**src/rtl/dma_stop_channel.sv**
```systemverilog
module dma_stop_channel #(
  parameter int CNT_W = 16
) (
  input  logic             clk,
  input  logic             rst_n,
  input  logic             req_i,
  input  logic             burst_i,
  input  logic             level_i,
  input  logic             dual_i,
  input  logic             ch_en_i,
  input  logic             glob_en_i,
  input  logic             cnt_load_i,
  input  logic [CNT_W-1:0] cnt_val_i,
  input  logic             bus_done_i,
  output logic             rd_o,
  output logic             wr_o,
  output logic             sa_o,
  output logic             active_o,
  output logic             done_o,
  output logic [CNT_W-1:0] count_o
);

  typedef enum logic [1:0] {S_IDLE, S_RD, S_WR, S_SA} st_t;

  st_t              st;
  logic             req_q, edge_pend, burst_run, done_q;
  logic [CNT_W-1:0] cnt;

  wire run_ok   = ch_en_i & glob_en_i & (cnt != '0);
  wire req_rise = req_i & ~req_q;
  wire want     = level_i ? req_i : (burst_i ? burst_run : edge_pend);
  wire idle     = (st == S_IDLE);
  wire start    = idle & run_ok & want;
  wire unit_end = ((st == S_WR) | (st == S_SA)) & bus_done_i;

  always_ff @(posedge clk or negedge rst_n) begin
    if (!rst_n) begin
      st <= S_IDLE;
    end else begin
      case (st)
        S_IDLE: if (start) st <= dual_i ? S_RD : S_SA;
        S_RD:   if (bus_done_i) st <= S_WR;
        S_WR:   if (bus_done_i) st <= S_IDLE;
        S_SA:   if (bus_done_i) st <= S_IDLE;
        default: st <= S_IDLE;
      endcase
    end
  end

  always_ff @(posedge clk or negedge rst_n) begin
    if (!rst_n) begin
      req_q     <= 1'b0;
      edge_pend <= 1'b0;
      burst_run <= 1'b0;
    end else begin
      req_q <= req_i;
      if (!run_ok)    edge_pend <= 1'b0;
      else if (start) edge_pend <= req_rise;
      else if (req_rise) edge_pend <= 1'b1;
      if (!run_ok) burst_run <= 1'b0;
      else if (req_rise & burst_i & ~level_i) burst_run <= 1'b1;
    end
  end

  always_ff @(posedge clk or negedge rst_n) begin
    if (!rst_n) begin
      cnt    <= '0;
      done_q <= 1'b0;
    end else if (cnt_load_i && idle) begin
      cnt    <= cnt_val_i;
      done_q <= 1'b0;
    end else if (unit_end) begin
      cnt <= cnt - 1'b1;
      if (cnt == CNT_W'(1)) done_q <= 1'b1;
    end
  end

  assign rd_o     = (st == S_RD);
  assign wr_o     = (st == S_WR);
  assign sa_o     = (st == S_SA);
  assign active_o = ~idle;
  assign done_o   = done_q;
  assign count_o  = cnt;

endmodule


```
**config.mk**
```make
export PLATFORM = sky130hd
export DESIGN_NAME = dma_stop_channel
export DESIGN_NICKNAME = d
export VERILOG_FILES = /design/src/rtl/dma_stop_channel.sv
export SDC_FILE = /design/constraint.sdc
export NUM_CORES = 1
export LEC_CHECK = 0
export CAP_MARGIN = 20
export CORE_UTILIZATION = 47
export CTS_CLUSTER_SIZE = 40
export DETAILED_ROUTE_END_ITERATION = 8
export GPL_ROUTABILITY_DRIVEN = 0
export GPL_TIMING_DRIVEN = 0
export HOLD_SLACK_MARGIN = 0.05
export PLACE_DENSITY = 0.92
export SYNTH_ARGS = -nofsm -noshare
export SYNTH_HDL_FRONTEND = slang
export SYNTH_SLANG_ARGS = --single-unit
```
**constraint.sdc**
```tcl
create_clock -name clk -period 2.63 [get_ports clk]
set_input_delay 0.6575 -clock clk [delete_from_list [all_inputs] [get_ports clk]]
set_output_delay 0.6575 -clock clk [all_outputs]
set_load 0.01 [all_outputs]
```
Yosys cells after proc, flatten, opt, wreduce, memory -nomap -nowiden
Cells that the tools add are included.

Register bits: 22. Input bits: 26. Output and inout port bits: 21.

$add $sub $neg: 1. Eq/ne operators: 9. Muxes and demuxes: 17. Bitwise operators: 12. Reduce and logical (&&, ||, !) cells: 8.

Operator list (number): $mux 16 (2); $eq 16x1->1 const B (1); $reduce_bool 16->1 (1); $sub 16x1->16 const B (1); $mux 1 (10); $and 1x1->1 (8); $mux 2 (4); $ne 2x1->1 const B (3); $pmux 2 s3 (1); $eq 2x2->1 const B (2); $reduce_bool 2->1 (2); $ne 3x1->1 const B (1); $not 1->1 (3); $reduce_and 3->1 (1); $eq 2x1->1 const B (1); $logic_not 2->1 (1); $ne 2x2->1 const B (1); $reduce_and 2->1 (1); $reduce_or 2->1 (1); $logic_and 1x1->1 (1); $or 1x1->1 (1).

Longest topological paths before layout
Gate-level depths: netlist (run 1).

Depth in word-level cells: 6. Mapped depth: 6. Depth with buffers taken out: 6.

Worst setup path before layout (run 1)
No wires, ideal clock.

Kind: reg2reg. Start point: register cnt[8], in the netlist count_o[8]. End point: register cnt[15], in the netlist count_o[15]. Data arrival time: 1709 ps. Required time: 2548 ps. Slack: 839 ps. Stages on the path, launching flop included: 6. Path buffers: 1. Cell sequence: dfrtp_1 or4_4 buf_6 nand4b_4 or3_1 a31oi_1.

Longest elaborated chain between the ends: 3.

RTL lines: from (decl) (line 27) `logic [CNT_W-1:0] cnt;`; from (signal assigned) (line 70) `cnt <= cnt_val_i;`; from (signal assigned) (line 73) `cnt <= cnt - 1'b1;`; $sub 16x1->16 (line 73); $mux 16 (line 72) `end else if (unit_end) begin`; $mux 16 (line 69) `end else if (cnt_load_i && idle) begin`.

No other way between the ends. The select of a mux whose other input is x is not followed. A chain may end at the register's enable or synchronous reset.

Worst setup path after layout (run 1)
Start point: register st[1]. End point: output active_o.

Longest elaborated chain between the ends: 2.

RTL lines: from (decl) (line 25) `st_t st;`; from (signal assigned) (line 41) `S_IDLE: if (start) st <= dual_i ? S_RD : S_SA;`; $logic_not 2->1 (line 32) `wire idle = (st == S_IDLE);`; $not 1->1 (line 81) `assign active_o = ~idle;`; to (decl) (line 18) `output logic active_o,`.

No other way between the ends.

==> summary.txt, run 1 <==
Run status
  • Outcome: complete, no violations

Clock network
  • Clock Latency Late Sink: approximately 0.32 ns
  • CTS buffer count: 3
  • CTS clk-pin slew, worst paths: 0.12 ns
  • CTS tree: built
  • H-tree depth: 1
  • Root buf cell: clkbuf_4
  • CTS max path bufs: 2
  • Post-cts sizing count: 0
  • CTS Sinks: 22
  • Postcts setup bufs: 0
  • Cts hold-fix bufs: 0

Floorplanning
  • Chip Width: 54.1 µm
  • Row count: 18
  • Core Area: 2520 µm²
  • Ports: 47
  • Starting Density: 0.505
  • Die area: 2920 µm²
  • Die H: 54.1 µm

Final layout
  • Share of layout cells above drive strength 1: 0.0842
  • NumNets Final: 220
  • Layout area overhead: 44.1%
  • Final Cell Area: roughly 1800 µm²
  • Fin util: 0.728
  • Diodes inserted: 0
  • Final Non-Filler Cells: 220

Route
  • DRT Wirelength: 3.24 mm
  • Vias/cell: roughly 5.6
  • DRT Pass-1 Iters: 5
  • DR vias: around 1200
  • DRC errors left: 0
  • Iteration-0 DRC Markers: 18
  • WL/cell: 14.7 µm
  • Routed Antenna Nets: 0

Setup path
  • Cell family with most CP delay: buffers and inverters
  • Max FO, Critical Path: 10
  • Buf/Inv on CP: 2
  • Worst path cell trace: buf_2, or2_2, clkdlybuf4s50_1
  • Kind of critical path: register to output port
  • Worst path max stage delay: approximately 0.48 ns
  • CP arrival: 1.66 ns
  • Startpoint types: register
  • Endpoint class of the critical path: output port
  • Worst path slowest cell: clkdlybuf4s50_1
  • CP required: 1.97 ns

Placement
  • Setup slack at placement: 0.138 ns
  • Post-placement cell count: 215
  • Post-DP HPWL: 2.35 mm
  • Area after DPL: 1770 µm²
  • IO Port Bufs: 46

Logic synthesis
  • Sequential area share after synthesis: 0.432
  • Syn Area/Cell: 9.16 µm²
  • Synth warnings: 0
  • Netlist Area Pre-Place: 1270 µm²
  • EDFF count, synth: 0
  • Yosys cell types: 37
  • Area fraction of the dominant cell type after synthesis: 0.432
  • Mapped Cells: about 140
  • Largest area contributor in the netlist: dfrtp_1
  • Async SR Flop Fraction: 1.00
  • Yosys reg bits: 22
  • Syn_nets: 168
  • Leading post-synthesis cells by cell area: dfrtp_1 43%, xnor2_1 5.5%, nor2_1 5.3%
  • Primary FF master, synth: dfrtp_1

Global routing
  • Gr busiest metal: met2
  • Vias in the first global route: 1232
  • Met1 usage: 0.296
  • Initial antenna violation count: 0
  • Total track usage: 0.259
  • Largest net degree at the start of global routing: 23
  • GRT met2 Usage: 0.479
  • M3 GR Usage: 0.0311
  • First-pass GRT wire length: 5.35 mm
  • Final global-route overflow total: 0

Pwr
  • PD cells: 639 nW/µm²
  • NetSw: around 430 µW
  • Seq pwr share: 0.427
  • Clk pwr share: 0.163
  • Worst vdd ir: about 430 µV
  • Leak Pwr: 0.750 nW
  • Combinational power share: 0.410
  • Int Pwr: 748 µW
  • Power Total: about 1.2 mW
  • Net switching fraction of the power: 0.363

STA
  • Fin. Hold Viols: 0
  • PnR worst setup slack: 0.312 ns
  • Fmax: ~430 MHz
  • RSZ-0062 raised after global routing: false
  • Clk_skew: roughly 0.0036 ns
  • Hold_ws: 0.515 ns
  • Final Cycle Share: 0.881
  • Relative slew slack: 0.521
  • Max Transition Viols Final: 0
  • Final setup violating endpoints: 0
  • TNS Setup: 0 ns
  • Slew @ Worst Pin: 0.713 ns
  • Min cycle time layout: 2.32 ns

Min path
  • Hold WC Path Type: register to register

Job
  • Max_cap viols: 0
[synth_stat cells (all sizes together) (2+ instances only)]
| library cell | n |
|---|---|
| a21oi | 4 |
| a31oi | 4 |
| buf | 2 |
| clkbuf | 4 |
| dfrtp | 22 |
| ha | 3 |
| inv | 6 |
| mux2i | 2 |
| nand2 | 16 |
| nand3 | 2 |
| nand4 | 2 |
| nand4b | 2 |
| nor2 | 18 |
| nor2b | 3 |
| nor3 | 3 |
| nor4 | 4 |
| o21ai | 12 |
| or2 | 2 |
| or3 | 2 |
| or4 | 4 |
| xnor2 | 8 |
| xor2 | 4 |
[final cells by class]
cell class	instances	area (µm²)
Buffer	6	31.3
Clock buffer	4	36.3
Fill cell	193	687
Inverter	6	22.5
Multi-Input combinational cell	105	669
Sequential cell	22	551
Tap cell	30	37.5
Timing Repair Buffer	47	488
[logic make-up (layout without fill, tap and decap cells)]
logic type	after synthesis	after routing	share of synthesized area
simple gates	62	62	0.278
compound gates	26	26	0.120
flops	22	22	0.432
xor+xnor	12	12	0.0825
buf+inv	12	63	0.0422
fa+ha+maj	3	3	0.0295
mux	2	2	0.0157
[registers in the layout, indices dropped and copies added (netlist names)]
| name | flops |
|---|---|
| burst_run | 1 |
| st | 2 |
| req_q | 1 |
| count_o | 16 |
| done_o | 1 |
| edge_pend | 1 |
[per-layer routing]
metal | vias up | part of all wire
met5 | - | 0
met4 | 0 | 0.018
met3 | 7 | 0.050
met2 | 45 | 0.52
met1 | 578 | 0.41
li1 | 591 | -
[power groups by stage]
stage | clock, mW | combinational, mW | sequential [mW]
final | 0.191 | 0.481 | 0.501
after global routing | 0.212 | 0.524 | 0.513
after CTS | 0.197 | 0.479 | 0.498
after detailed placement | 0 | 0.473 | 0.502
after global placement | 0 | 0.455 | 0.495
after floorplan | 0 | 0.216 | 0.513
[worst paths after layout]
kind	to	cells past startpoint	startpoint	slack (ns)
max	active_o	3	st[1]$_DFFE_PN0P_	0.31
min	done_o$_DFFE_PN0P_	2	done_o$_DFFE_PN0P_	0.51
max reg2reg	count_o[13]$_DFFE_PN0P_	4	count_o[5]$_DFFE_PN0P_	0.72
min reg2reg	done_o$_DFFE_PN0P_	2	done_o$_DFFE_PN0P_	0.51
max in group asynchronous	count_o[14]$_DFFE_PN0P_	2	rst_n	1.69
min in group asynchronous	count_o[0]$_DFFE_PN0P_	1	rst_n	0.56
[placed cells by master, fill, tap and decap left out, types with 4 or more instances in the layout]
cell,count
a21oi_1,4
a31oi_1,4
clkbuf_1,4
clkdlybuf4s50_1,46
dfrtp_1,22
inv_1,6
nand2_1,16
nor2_1,18
o21ai_0,9
xnor2_1,8
xor2_1,4
[worst reg2reg max path, stage by stage (launching register included)]
cell      delay [ns]
dfrtp_1         0.49
nor4_1          0.68
and4b_2         0.38
a211oi_1        0.09
a311oi_1        0.19
(Power assumes the default switching activity.)
==> inputs of run 2 (changes only) <==
--- a/config.mk
+++ b/config.mk
@@ -12,6 +12,7 @@
 export GPL_ROUTABILITY_DRIVEN = 0
 export GPL_TIMING_DRIVEN = 0
 export HOLD_SLACK_MARGIN = 0.05
+export MAX_ROUTING_LAYER = met4
 export PLACE_DENSITY = 0.92
 export SYNTH_ARGS = -nofsm -noshare
 export SYNTH_HDL_FRONTEND = slang
==> run 2 against run 1 <==
Sequential power hardly changed. Clock-buffer cell count unchanged. Die area did not move. Routed wire length up 0.92%. Via count increased by 0.90%. Cell area unchanged.
==> summary.txt, run 2 (synthesis gave the netlist of run 1 again) <==
Job
  • Max_cap viols: 0

Pwr
  • PD cells: 640 nW/µm²
  • Worst vdd ir: 429 µV
  • Leak Pwr: 0.750 nW

Final layout
  • Commonest cells after routing, fill and taps aside: 46 x clkdlybuf4s50_1, 22 x dfrtp_1, 18 x nor2_1
  • Share of layout cells above drive strength 1: 0.0842
  • Most common cell after layout, fill and taps aside: clkdlybuf4s50_1
  • Fill cells: between 150 and 200
  • NumNets Final: 220
  • Final Non-Filler Cells: 220
  • Diodes inserted: 0
  • Layout area overhead: 44.1%
  • Max FFs per register: 16

Clock network
  • Cts hold-fix bufs: 0
  • Clock Latency Late Sink: 0.32 ns
  • Post-cts sizing count: 0
  • CTS Sinks: 22
  • Root buf cell: clkbuf_4
  • Postcts setup bufs: 0
  • CTS clk-pin slew, worst paths: 0.12 ns
  • CTS tree: built
  • CTS max path bufs: 2
  • CTS buffer count: 3
  • H-tree depth: 1

STA
  • Slew @ Worst Pin: about 0.70 ns
  • Min cycle time layout: 2.32 ns
  • RSZ-0062 raised after global routing: false
  • PnR worst setup slack: 0.307 ns
  • Max Transition Viols Final: 0
  • Clk_skew: about 0.0043 ns
  • Fmax: 431 MHz
  • Final setup violating endpoints: 0
  • TNS Setup: 0 ns
  • Final Cycle Share: 0.883
  • Relative slew slack: 0.529
  • Fin. Hold Viols: 0

Setup path
  • Endpoint class of the critical path: output port
  • CP arrival: 1.67 ns
  • Cell family with most CP delay: buffers and inverters
  • Kind of critical path: register to output port
  • Buf/Inv on CP: 2
  • Worst path slowest cell: clkdlybuf4s50_1
  • CP required: 1.97 ns
  • Worst path cell trace: buf_2, or2_2, clkdlybuf4s50_1
  • Worst path max stage delay: between 0.4 and 0.5 ns
  • Startpoint types: register
  • Max FO, Critical Path: 10

Floorplanning
  • Core Area: 2520 µm²
  • Ports: 47
  • Row count: 18
  • Chip Width: 54.1 µm
  • Starting Density: 0.505
  • Die area: 2920 µm²
  • Die H: 54.1 µm

Placement
  • Post-placement cell count: 215
  • Post-DP HPWL: 2.35 mm
  • IO Port Bufs: 46
  • Setup slack at placement: around 0.14 ns

Route
  • DR vias: 1232
  • DRC errors left: 0
  • WL/cell: about 15 µm
  • Iteration-0 DRC Markers: 18
  • DRT Wirelength: 3.27 mm
  • Routed Antenna Nets: 0
  • Vias/cell: 5.60
  • DRT Pass-1 Iters: 5

Global routing
  • Largest net degree at the start of global routing: 23
  • Initial antenna violation count: 0
  • Vias in the first global route: 1231
  • First-pass GRT wire length: between 5 and 6 mm
  • Total track usage: 0.267
  • Final global-route overflow total: 0

Min path
  • Hold WC Path Type: register to register

Run status
  • Outcome: complete, no violations
-- run 2: cell counts in the layout (fill, tap and decap cells not counted) --
No cell type changed its count.
-- run 2: layout make-up --
class,instances,area (µm²),area share
flip-flops and latches,22,551,0.300
repair buffers,47,488,0.266
plain buffers,6,31.3,0.0170
multi-input cells,105,669,0.365
inverters,6,22.5,0.0123
clock buffers,4,36.3,0.0198
well taps,30,37.5,0.0204
-- run 2: layer usage --
layer	vias up	share of wire	global-route usage
li1	589	-	-
met1	590	0.41	0.296
met2	46	0.51	0.479
met3	7	0.055	0.0311
met4	0	0.019	0.111
met5	-	0	-
-- run 2: where the power goes --
part | switching [mW] | internal, mW | total, mW
Clock | 0.107 | 0.0847 | 0.192
Sequential | 0.0973 | 0.404 | 0.501
Combinational | 0.222 | 0.259 | 0.481
Total | 0.427 | 0.748 | 1.17
-- run 2: worst paths after layout --
kind                                              from  slack (ns)  depth (start not counted)                 endpoint
worst min-delay path                done_o$_DFFE_PN0P_        0.51                          2       done_o$_DFFE_PN0P_
worst max register to register  count_o[8]$_DFFE_PN0P_        0.72                          5        st[0]$_DFFE_PN0P_
worst max-delay path                 st[1]$_DFFE_PN0P_        0.31                          3                 active_o
worst min register to register      done_o$_DFFE_PN0P_        0.51                          2       done_o$_DFFE_PN0P_
min in group asynchronous                        rst_n        0.56                          1   count_o[0]$_DFFE_PN0P_
max in group asynchronous                        rst_n        1.69                          2  count_o[14]$_DFFE_PN0P_
-- run 2: worst reg2reg max path: cells and delay by family, from the launching register on --
kind            cells  cell delay, ns
compound gates      2            0.34
simple gates        2            0.88
buf+inv             1            0.15
flops               1            0.44
-- run 2: stage by stage --
stage | hold WS [ns] | power [mW] | cell area (µm²) | utilization
4_1_cts | 0.519 | 1.17 | 1810 | 0.717
2_1_floorplan | 0.362 | 0.730 | 1270 | -
3_3_place_gp | 0.473 | 0.950 | 1770 | 0.702
3_5_place_dp | 0.491 | 0.975 | 1770 | 0.702
6_report | 0.515 | 1.17 | 1840 | 0.728
5_1_grt | 0.540 | 1.25 | 1840 | 0.728
